$ cat config.mk
export PLATFORM = sky130hd
export DESIGN_NAME = dbgmux_top
export DESIGN_NICKNAME = d
export VERILOG_FILES = /design/src/rtl/dbgmux_pkg.sv /design/src/rtl/dbgmux_ctrl.sv /design/src/rtl/dbgmux_gpo.sv /design/src/rtl/dbgmux_lane.sv /design/src/rtl/dbgmux_top.sv
export SDC_FILE = /design/constraint.sdc
export NUM_CORES = 1
export LEC_CHECK = 0
export BUFFER_PORTS_ARGS = -buffer_cell sky130_fd_sc_hd__buf_2
export CAP_MARGIN = 20
export CORE_ASPECT_RATIO = 1.2
export CORE_MARGIN = 10
export CORE_UTILIZATION = 51
export CTS_BUF_LIST = sky130_fd_sc_hd__clkbuf_8 sky130_fd_sc_hd__clkbuf_16
export CTS_CLUSTER_SIZE = 25
export DETAILED_ROUTE_END_ITERATION = 7
export PLACE_DENSITY = 0.95
export SYNTH_ARGS = -nofsm -noshare
export SYNTH_HDL_FRONTEND = slang
export SYNTH_SLANG_ARGS = --single-unit
$ cat constraint.sdc
create_clock -name clk -period 3.5 [get_ports clk]
set_input_delay 0.35 -clock clk [delete_from_list [all_inputs] [get_ports clk]]
set_output_delay 0.35 -clock clk [all_outputs]
set_load 0.02 [all_outputs]
$ cat src/rtl/dbgmux_pkg.sv
package dbgmux_pkg;
    localparam int OFS_W = 12;
    localparam logic [OFS_W-1:0] OFS_CTRL = 12'h000;
    localparam logic [OFS_W-1:0] OFS_SEL  = 12'h004;
    localparam logic [OFS_W-1:0] OFS_PINS = 12'h010;
    localparam logic [OFS_W-1:0] OFS_SET  = 12'h014;
    localparam logic [OFS_W-1:0] OFS_CLR  = 12'h018;
    localparam logic [OFS_W-1:0] OFS_GPO  = 12'h01C;
    localparam logic [OFS_W-1:0] OFS_REV  = 12'h3F4;

    typedef enum logic {
        ST_OFF = 1'b0,
        ST_ON  = 1'b1
    } gate_state_e;
endpackage

$ cat src/rtl/dbgmux_ctrl.sv
module dbgmux_ctrl
    import dbgmux_pkg::*;
#(
    parameter int DATA_W = 32,
    parameter int SEL_BITS = 32
) (
    input  logic                clk,
    input  logic                rst_n,
    input  logic                wr_ctrl,
    input  logic                wr_sel,
    input  logic [DATA_W-1:0]   wdata,
    output logic [DATA_W-1:0]   ctrl_word,
    output logic [SEL_BITS-1:0] sel_word,
    output logic                gate_on
);
    gate_state_e state_q, state_d;
    logic [DATA_W-1:1] ctrl_hi_q;

    // state register
    always_ff @(posedge clk or negedge rst_n) begin
        if (!rst_n) state_q <= ST_OFF;
        else        state_q <= state_d;
    end

    always_comb begin
        state_d = state_q;
        unique case (state_q)
            ST_OFF: if (wr_ctrl && wdata[0])  state_d = ST_ON;
            ST_ON:  if (wr_ctrl && !wdata[0]) state_d = ST_OFF;
            default: state_d = ST_OFF;
        endcase
    end

    // outputs
    always_comb begin
        gate_on   = (state_q == ST_ON);
        ctrl_word = {ctrl_hi_q, gate_on};
    end

    always_ff @(posedge clk or negedge rst_n) begin
        if (!rst_n) begin
            ctrl_hi_q <= '0;
            sel_word  <= '0;
        end else begin
            if (wr_ctrl) ctrl_hi_q <= wdata[DATA_W-1:1];
            if (wr_sel)  sel_word  <= wdata[SEL_BITS-1:0];
        end
    end

    a_r2_enable_on: assert property (@(posedge clk) disable iff (!rst_n)
        (wr_ctrl && wdata[0]) |=> gate_on);
    a_r2_enable_off: assert property (@(posedge clk) disable iff (!rst_n)
        (wr_ctrl && !wdata[0]) |=> !gate_on);
    a_r3_sel_hold: assert property (@(posedge clk) disable iff (!rst_n)
        !wr_sel |=> $stable(sel_word));
endmodule

$ cat src/rtl/dbgmux_gpo.sv
module dbgmux_gpo #(
    parameter int NPIN = 8
) (
    input  logic            clk,
    input  logic            rst_n,
    input  logic            set_stb,
    input  logic            clr_stb,
    input  logic [NPIN-1:0] mask,
    output logic [NPIN-1:0] gpo_q
);
    always_ff @(posedge clk or negedge rst_n) begin
        if (!rst_n)       gpo_q <= '0;
        else if (set_stb) gpo_q <= gpo_q | mask;
        else if (clr_stb) gpo_q <= gpo_q & ~mask;
    end

    a_r6_set_bits: assert property (@(posedge clk) disable iff (!rst_n)
        set_stb |=> ((gpo_q & $past(mask)) == $past(mask)));
    a_r7_clr_bits: assert property (@(posedge clk) disable iff (!rst_n)
        clr_stb |=> ((gpo_q & $past(mask)) == '0));
    a_r6_idle_hold: assert property (@(posedge clk) disable iff (!rst_n)
        (!set_stb && !clr_stb) |=> $stable(gpo_q));
endmodule

$ cat src/rtl/dbgmux_lane.sv
module dbgmux_lane #(
    parameter int SEL_W = 4
) (
    input  logic                  clk,
    input  logic                  rst_n,
    input  logic                  gate_on,
    input  logic [SEL_W-1:0]      sel,
    input  logic [(1<<SEL_W)-1:0] cand,
    input  logic                  gpo_bit,
    output logic                  pin
);
    localparam logic [SEL_W-1:0] GPO_CODE = '1;

    always_comb begin
        if (!gate_on)              pin = 1'b0;
        else if (sel == GPO_CODE)  pin = gpo_bit;
        else                       pin = cand[sel];
    end

    a_r5_gpo_route: assert property (@(posedge clk) disable iff (!rst_n)
        (gate_on && sel == GPO_CODE) |-> (pin == gpo_bit));
endmodule

$ cat src/rtl/dbgmux_top.sv
module dbgmux_top
    import dbgmux_pkg::*;
#(
    parameter int NPIN = 8,
    parameter int SEL_W = 4,
    parameter int DATA_W = 32,
    parameter logic [3:0] REV_MAJOR = 4'd2,
    parameter logic [3:0] REV_MINOR = 4'd1
) (
    input  logic                           clk,
    input  logic                           rst_n,
    input  logic [OFS_W-1:0]               bus_addr,
    input  logic                           bus_we,
    input  logic [DATA_W-1:0]              bus_wdata,
    output logic [DATA_W-1:0]              bus_rdata,
    input  logic [NPIN*(1<<SEL_W)-1:0]     sig_in,
    output logic [NPIN-1:0]                dbg_out
);
    localparam int LANE_IN = 1 << SEL_W;
    localparam int SEL_BITS = NPIN * SEL_W;

    logic              wr_ctrl, wr_sel, wr_set, wr_clr;
    logic [DATA_W-1:0] ctrl_word;
    logic [SEL_BITS-1:0] sel_word;
    logic [NPIN-1:0]   gpo_q;
    logic              gate_on;

    always_comb begin
        wr_ctrl = bus_we && (bus_addr == OFS_CTRL);
        wr_sel  = bus_we && (bus_addr == OFS_SEL);
        wr_set  = bus_we && (bus_addr == OFS_SET);
        wr_clr  = bus_we && (bus_addr == OFS_CLR);
    end

    dbgmux_ctrl #(.DATA_W(DATA_W), .SEL_BITS(SEL_BITS)) u_ctrl (
        .clk(clk), .rst_n(rst_n), .wr_ctrl(wr_ctrl), .wr_sel(wr_sel),
        .wdata(bus_wdata), .ctrl_word(ctrl_word), .sel_word(sel_word),
        .gate_on(gate_on)
    );

    dbgmux_gpo #(.NPIN(NPIN)) u_gpo (
        .clk(clk), .rst_n(rst_n), .set_stb(wr_set), .clr_stb(wr_clr),
        .mask(bus_wdata[NPIN-1:0]), .gpo_q(gpo_q)
    );

    for (genvar p = 0; p < NPIN; p++) begin : g_lane
        dbgmux_lane #(.SEL_W(SEL_W)) u_lane (
            .clk(clk), .rst_n(rst_n), .gate_on(gate_on),
            .sel(sel_word[p*SEL_W +: SEL_W]),
            .cand(sig_in[p*LANE_IN +: LANE_IN]),
            .gpo_bit(gpo_q[p]), .pin(dbg_out[p])
        );
    end

    always_comb begin
        bus_rdata = '0;
        case (bus_addr)
            OFS_CTRL: bus_rdata = ctrl_word;
            OFS_SEL:  bus_rdata = DATA_W'(sel_word);
            OFS_PINS: bus_rdata = DATA_W'(dbg_out);
            OFS_GPO:  bus_rdata = DATA_W'(gpo_q);
            OFS_REV:  bus_rdata = DATA_W'({REV_MAJOR, REV_MINOR});
            default:  bus_rdata = '0;
        endcase
    end

    a_r8_off_low: assert property (@(posedge clk) disable iff (!rst_n)
        !gate_on |-> (dbg_out == '0));
    a_r11_gpo_guard: assert property (@(posedge clk) disable iff (!rst_n)
        (bus_we && bus_addr != OFS_SET && bus_addr != OFS_CLR) |=> $stable(gpo_q));
    a_r11_ctrl_guard: assert property (@(posedge clk) disable iff (!rst_n)
        (bus_we && bus_addr != OFS_CTRL) |=> $stable(ctrl_word));
endmodule

==> results.md, run 1 <==
- Inserted Clock Buffers: 9
- WL final: 14100 um
- Initial antenna violation count: 0
- Netlist cell types: 43
- Final min period: 2860 ps
- Hold Fails Final Rpt: 0
- # DRC: 0
- Seq/Total Area, Yosys: around 40%
- CTS tree: done
- PwrDens: 304 nW/um^2
- Register bit total from synthesis: 72
- H-tree Lvls: 3
- First-pass GRT wire length: 22100 um
- Required @ worst endpoint: 3150 ps
- Synthesized area: between 4000 and 5000 um^2
- Kind of launch point of the worst setup path: flop
- CTS resizes: 0
- CP startpoint: u_ctrl.sel_word[12]
- Vias after detailed routing: 3973
- MaxCap Viol Count: 0
- Post-CTS Setup Inserts: 0
- Die X: 105 um
- Crit path DAT: 2510 ps
- Most used routing layer: met2
- Max Clock Skew: 0 ps
- GRT Resource Usage Total: a little over a fifth
- Met3 Use GR: 6.71%
- Count of final setup violators: 0
- Setup TNS: 0 ps
- Final worst-path cycle share: 81.7%
- Clock Latency Late Sink: roughly 320 ps
- Core Area: 8560 um^2
- Starting Density: 52.0%
- Boundary pin count: 215
- DR WL/cell: 21.3 um
- Area Growth Syn to Fin: 28.1%
- Routed vias/inst: approximately 6.0
- Max-slew headroom: 40.0%
- Worst hold path type: input pin to async pin
- Syn Area/Cell: 12.4 um^2
- Syn_nets: around 530
- Total chip power: around 1.7 mW
- Setup CP Type: flop to output port
- Port bufs: 206
- Max frequency: 0.350 GHz
- Crit. End Element: output port
- Yosys warning count: 0
- RSZ-0062 raised after global routing: no
- Iteration-0 DRC Markers: 147
- Slew Limit Fails: 0
- Worst R2R Setup Slack: 2420 ps
- Critical Path Fanout Max: 8
- Dpl hpwl: 11100 um
- 1st-pass router iterations: 5
- P_leak: 2.86 nW
- Hold_buf cts: 0
- Met2 track demand over resource: 38.8%
- Antenna-violating nets left: 0
- Largest net degree at the start of global routing: 73
- Dpl ws: 564 ps
- Sink Count: 72
- Met1 Resource Use GR: 21.3%
- Gate Count Post-Synth: 359
- Setup WS post-layout: 640 ps
- Run status: finished clean
- Worst vdd ir: between 0.0002 and 0.00025 V
- # fillers: 611
- Register-to-Register Path Depth: 1
- RD Place Congestion: between 0.8 and 0.9
- Final nets: 719
- Worst slew pin tran: 897 ps
- Maximum clock path buffer count: 2
- # diodes: 0
- Row count: 37
- CTS Root Cell: clkbuf_8
- Die height: 122 um
- CP Capture Point: bus_rdata[3]
- Remaining global-route overflow: 0
- Reg clk slew, reported paths: 80 ps
- Vias in the first global route: 4623
- Share of cells above drive strength 1: 52.7%
- Hold slack: 142 ps
- Die area: 12900 um^2
[per-layer routing]
metal | vias to the layer above | wire [um]
met5 | - | 0
met4 | 0 | 534
met3 | 46 | 1290
met2 | 212 | 7280
met1 | 1946 | 5050
li1 | 1769 | -
[cell usage in the layout, fill, tap and decap left out, types with 2 or more instances in the layout]
cell	synthesis	routed
mux2_1	31	31
buf_4	8	4
a221o_1	7	7
nand2b_1	3	3
clkbuf_8	0	11
or4_1	2	2
nor2_1	14	13
nor3_1	2	2
dfrtp_1	72	72
o21ai_0	15	15
mux2_2	34	34
mux2i_1	25	25
nand2_1	13	13
bufinv_16	0	2
nand4_1	6	6
mux4_2	25	25
inv_1	3	4
nand3_1	3	3
buf_2	10	205
nor2b_1	6	6
a22o_1	32	32
a211oi_1	10	10
[worst min-delay path by stage]
stage	cells past startpoint	startpoint	end	slack, ps
finish	1	rst_n	u_ctrl.sel_word[2]	140
global route	1	rst_n	u_ctrl.sel_word[2]	200
CTS	1	rst_n	u_ctrl.ctrl_hi_q[9]	170
detailed placement	1	u_ctrl.ctrl_hi_q[9]	u_ctrl.ctrl_hi_q[9]	480
global placement	1	u_ctrl.ctrl_hi_q[4]	u_ctrl.ctrl_hi_q[4]	470
floorplan	0	rst_n	async pin	50
[through the flow]
| stage | instance area, um^2 | cells | utilization, % |
|---|---|---|---|
| 5_1_grt | 5710 | 665 | 66.6 |
| 4_1_cts | 5710 | 665 | 66.6 |
| 3_3_place_gp | 5490 | 650 | 64.1 |
| 3_5_place_dp | 5490 | 650 | 64.1 |
| 6_report | 5710 | 665 | 66.6 |
| 2_1_floorplan | 4460 | 359 | - |
[cell usage after synthesis]
master / instances / area share [%]
a211oi_1: 10 / 1.7
a21boi_0: 1 / 0.17
a21o_1: 1 / 0.17
a21oi_1: 1 / 0.11
a221o_1: 7 / 1.6
a22o_1: 32 / 6.3
a22oi_1: 1 / 0.17
a41o_1: 1 / 0.22
a41oi_1: 1 / 0.20
and4_1: 1 / 0.20
buf_1: 3 / 0.25
buf_2: 10 / 1.1
buf_4: 8 / 1.3
clkbuf_1: 14 / 1.2
dfrtp_1: 72 / 40
inv_1: 3 / 0.25
mux2_1: 31 / 7.8
mux2_2: 34 / 8.6
mux2i_1: 25 / 5.6
mux4_2: 25 / 13
nand2_1: 13 / 1.1
nand2_2: 1 / 0.14
nand2b_1: 3 / 0.42
nand3_1: 3 / 0.34
nand3b_1: 1 / 0.17
nand4_1: 6 / 0.84
nor2_1: 14 / 1.2
nor2b_1: 6 / 0.84
nor3_1: 2 / 0.22
nor3b_1: 1 / 0.17
nor3b_2: 1 / 0.28
nor4_1: 1 / 0.14
nor4_4: 1 / 0.48
nor4b_1: 1 / 0.20
nor4b_2: 1 / 0.34
o2111ai_1: 1 / 0.20
o21ai_0: 15 / 1.7
o22a_1: 1 / 0.20
o22ai_1: 1 / 0.14
or2_2: 1 / 0.14
or3_1: 1 / 0.14
or4_1: 2 / 0.34
or4_4: 1 / 0.25
[cell type report]
| class | count | area, um^2 | area share [%] |
|---|---|---|---|
| sequential | 72 | 1800 | 31.6 |
| tap | 117 | 146 | 2.57 |
| timing repair buffer | 209 | 1060 | 18.5 |
| multi-input combinational | 249 | 2470 | 43.3 |
| clock buffer | 11 | 151 | 2.65 |
| inverter | 3 | 11.3 | 0.197 |
| clock inverter | 4 | 68.8 | 1.21 |
[report_power, final]
part           total [mW]  switching, mW  internal [mW]
sequential          0.840        0.00491          0.835
combinational       0.174         0.0718          0.102
clock               0.721          0.288          0.433
[worst max-delay path, stage by stage, from the launching register on]
cell	delay [ps]
dfrtp_1	560
mux4_2	550
nor2b_1	150
a211oi_1	270
a211oi_1	140
a221o_1	340
buf_2	160
[cells by family (layout without fill, tap and decap cells)]
| kind of cell | after synthesis | after routing | share of synthesized area [%] |
|---|---|---|---|
| simple gates | 61 | 61 | 7.92 |
| mux | 115 | 115 | 34.7 |
| compound gates | 73 | 73 | 12.8 |
| flops | 72 | 72 | 40.4 |
| buf+inv | 38 | 227 | 4.16 |
Note: power is estimated with default switching activity, not from simulation.
==> inputs of run 2 (changes only) <==
--- a/config.mk
+++ b/config.mk
@@ -5,15 +5,16 @@
 export SDC_FILE = /design/constraint.sdc
 export NUM_CORES = 1
 export LEC_CHECK = 0
+export ABC_AREA = 1
 export BUFFER_PORTS_ARGS = -buffer_cell sky130_fd_sc_hd__buf_2
 export CAP_MARGIN = 20
 export CORE_ASPECT_RATIO = 1.2
 export CORE_MARGIN = 10
-export CORE_UTILIZATION = 51
+export CORE_UTILIZATION = 45
 export CTS_BUF_LIST = sky130_fd_sc_hd__clkbuf_8 sky130_fd_sc_hd__clkbuf_16
 export CTS_CLUSTER_SIZE = 25
 export DETAILED_ROUTE_END_ITERATION = 7
-export PLACE_DENSITY = 0.95
+export PLACE_DENSITY = 0.89
 export SYNTH_ARGS = -nofsm -noshare
 export SYNTH_HDL_FRONTEND = slang
 export SYNTH_SLANG_ARGS = --single-unit
==> constraint.sdc (replaced) <==
create_clock -name clk -period 2.4 [get_ports clk]
set_input_delay 0.24 -clock clk [delete_from_list [all_inputs] [get_ports clk]]
set_output_delay 0.24 -clock clk [all_outputs]
set_load 0.02 [all_outputs]
==> run 2 against run 1 <==
Effect of this change: critical path depth increased by 1; combinational power up 63%; via count grew 38%; cell count is 63% higher; highest routed layer unchanged.
==> results.md, run 2 <==
- Run status: finished clean
- Port bufs: 207 (+0.49%)
- RSZ-0062 raised after global routing: no
- Wire length on met3: 977 um (-24%)
- WL met1: 6460 um (+28%)
- CTS resizes: 0 (unchanged)
- Top FF cell, synth: dfrtp_1
- Reg power frac: 42.0% (-6.4 points)
- Share of cells above drive strength 1: 36.7% (-16 points)
- Critical Path Fanout Max: 11 (+3)
- Die area: 16300 um^2 (+26%)
- Seq/Total Area, Yosys: 34.6% (-5.8 points)
- Register bit total from synthesis: 72 (unchanged)
- Netlist cell types: 34 (-21%)
- Routed vias/inst: 5.05 (-16%)
- GRT Resource Usage Total: 18.8% (-2.4 points)
- Sink Count: 72 (unchanged)
- Area Growth Syn to Fin: 25.9%
- CP most frequent cell: o21ai_0
- Vias after detailed routing: 5474 (+38%)
- First-pass GRT wire length: 25500 um (+15%)
- Commonest cells post-synth: 181 x nand2_1, 91 x inv_1, 72 x dfrtp_1, 70 x o21ai_0, 66 x nand3_1
- Largest family of logic cells by synthesized area: simple AND/OR/NAND/NOR gates
- Register Area: 1800 um^2 (unchanged)
- Required @ worst endpoint: 2160 ps (-990 ps)
- Max-slew headroom: 40.5% (+0.48 points)
- Crit path cell chain: inv_1, o21ai_0, o21ai_0, nand2_1, nand3_1, and2_1, buf_2
- Hold Fails Final Rpt: 0 (unchanged)
- Syn Area/Cell: 7.09 um^2 (-43%)
- Crit path max-delay cell type: dfrtp_1
- Die height: 138 um (+13%)
- Crit. End Element: output port
- Hold_buf cts: 0 (unchanged)
- Count of final setup violators: 0 (unchanged)
- Multiplexer share of the synthesized area: 0% (-35 points)
- Initial antenna violation count: 1 (+1)
- Async set-or-reset flop fraction in the synthesized netlist: 100% (unchanged)
- Max frequency: 0.478 GHz
- DR WL met2: 8310 um (+14%)
- Adder-cell share of the synthesized area: 0% (unchanged)
- Final nets: 1100 (+53%)
- Clock power share: 48.3% (+6.8 points)
- Starting Density: 46.5% (-5.5 points)
- Yosys warning count: 0 (unchanged)
- Top cells by area, synth: dfrtp_1 35%, nand2_1 13%, o21ai_2 11%
- Commonest non-fill, non-tap cell in the layout: buf_2
- Synthesized area: 5200 um^2 (+17%)
- Internal: 2.28 mW (+67%)
- # fillers: 1059 (+73%)
- H-tree Lvls: 3 (unchanged)
- Iteration-0 DRC Markers: 293 (+99%)
- Combinational power share: 9.7% (-0.3 points)
- Boundary pin count: 215 (unchanged)
- Compound-cell area share of the yosys netlist: 20.9% (+8.1 points)
- Core Area: 11200 um^2 (+31%)
- Antenna-violating nets left: 0 (unchanged)
- Switching share of power: 21.8% (+0.78 points)
- Commonest non-fill, non-tap cells in the layout: 206 x buf_2, 181 x nand2_1, 94 x inv_1, 72 x dfrtp_1, 70 x o21ai_0
- CTS Root Cell: clkbuf_16
- Fin cells: 1085 (+63%)
- Kind of launch point of the worst setup path: flop
- Largest net degree at the start of global routing: 73 (unchanged)
- Switching power total: 0.636 mW (+74%)
- MaxCap Viol Count: 0 (unchanged)
- Final worst-path cycle share: 87.3%
- Count leader, synth: nand2_1
- Slew Limit Fails: 0 (unchanged)
- 1st-pass router iterations: 4 (-1)
- Maximum clock path buffer count: 2 (unchanged)
- Post-Synth XOR/XNOR Area: 0% (unchanged)
- # DRC: 0 (unchanged)
- WL final: 16000 um (+13%)
- Multi-input logic area: 2760 um^2 (+11%)
- Post-CTS Setup Inserts: 0 (unchanged)
- Crit-path max cell delay: 520 ps (-40 ps)
- P_leak: 3.47 nW (+21%)
- Worst slew pin tran: 893 ps (-3.97 ps)
- Clock Latency Late Sink: 320 ps (about the same)
- Vias in the first global route: 5357 (+16%)
- DR top layer: met4
- Gate Count Post-Synth: 734 (+100%)
- Row count: 42 (+14%)
- Final min period: 2090 ps
- Setup TNS: 0 ps (unchanged)
- RD Place Congestion: 0.847 (-1.5%)
- Syn_nets: 909 (+70%)
- Worst hold path type: input pin to async pin
- DR WL/cell: 14.7 um (-31%)
- Placed insts: 1068 (+64%)
- Synth area leader: dfrtp_1
- Post-synth EDFFs: 0 (unchanged)
- Yosys top cell area share: 34.6% (-5.8 points)
- Remaining global-route overflow: 0 (unchanged)
- Reg clk slew, reported paths: 60 ps (-20 ps)
- Crit path DAT: 1850 ps (-660 ps)
- Dpl hpwl: 12300 um (+11%)
- Max Clock Skew: 0 ps (unchanged)
- PwrDens: 445 nW/um^2 (+46%)
- CTS tree: done
- Post-Synth Simple-Gate Area: 32.1% (+24 points)
- Die X: 118 um (+12%)
- Setup CP Type: flop to output port
- Inserted Clock Buffers: 9 (unchanged)
- Worst vdd ir: 0.000310 V (+52%)
## run 2: power groups by stage
stage | Clock, mW | Combinational (mW) | Sequential [mW]
final | 1.41 | 0.283 | 1.23
after global placement | 0 | 0.278 | 1.25
after global routing | 1.47 | 0.323 | 1.23
after floorplan | 0 | 0.109 | 1.24
after detailed placement | 0 | 0.284 | 1.25
after CTS | 1.42 | 0.286 | 1.23
## run 2: layout make-up
type,instances,share of cell area (%)
inverters,98,5.63
multi-input cells,530,42.0
clock inverters,6,1.16
diodes,1,0.0382
clock buffers,10,3.65
repair buffers,214,17.0
flip-flops and latches,72,27.5
well taps,154,2.94
## run 2: cells by family after synthesis
group | count (synthesis)
AND/OR/NAND/NOR | 366
AO/OA/AOI/OAI | 164
buffers and inverters | 132
flip-flops | 72
## run 2: per-layer routing
layer / up-vias / track usage [%]
met1: 2525 / 21.5
met3: 21 / 4.01
li1: 2750 / -
met5: - / 0
met4: 0 / 6.81
met2: 178 / 34.1
## run 2: final timing paths
| path | from | endpoint | slack, ps | cells past startpoint |
|---|---|---|---|---|
| worst min register to register | u_ctrl.ctrl_hi_q[3] | u_ctrl.ctrl_hi_q[3] | 480 | 2 |
| min in group clk | bus_wdata[10] | u_ctrl.sel_word[10] | 190 | 3 |
| worst max register to register | u_ctrl.sel_word[28] | u_ctrl.sel_word[28] | 1590 | 2 |
| worst min-delay path | rst_n | u_ctrl.sel_word[24] | 30 | 1 |
| worst max-delay path | u_ctrl.sel_word[24] | dbg_out[6] | 310 | 7 |
| max in group asynchronous | rst_n | async pin | 1780 | 1 |
## run 2: worst max-delay path, delay by kind of cell, from the launching register on
kind / cells / cell delay [ps]
compound gates: 2 / 320
buf+inv: 2 / 350
flops: 1 / 520
simple gates: 3 / 330
## run 2: stage by stage
| stage | power (mW) | worst slack [ps] | util (%) | hold WS [ps] | instance area [um^2] |
|---|---|---|---|---|---|
| global route | 3.02 | 120 | 58.5 | 112 | 6550 |
| floorplan | 1.35 | 749 | - | -55.6 | 5200 |
| CTS | 2.93 | 308 | 58.5 | 67.7 | 6550 |
| detailed placement | 1.53 | 438 | 55.7 | 417 | 6230 |
| finish | 2.92 | 306 | 58.5 | 30.1 | 6550 |
| global placement | 1.53 | 431 | 55.7 | 415 | 6230 |
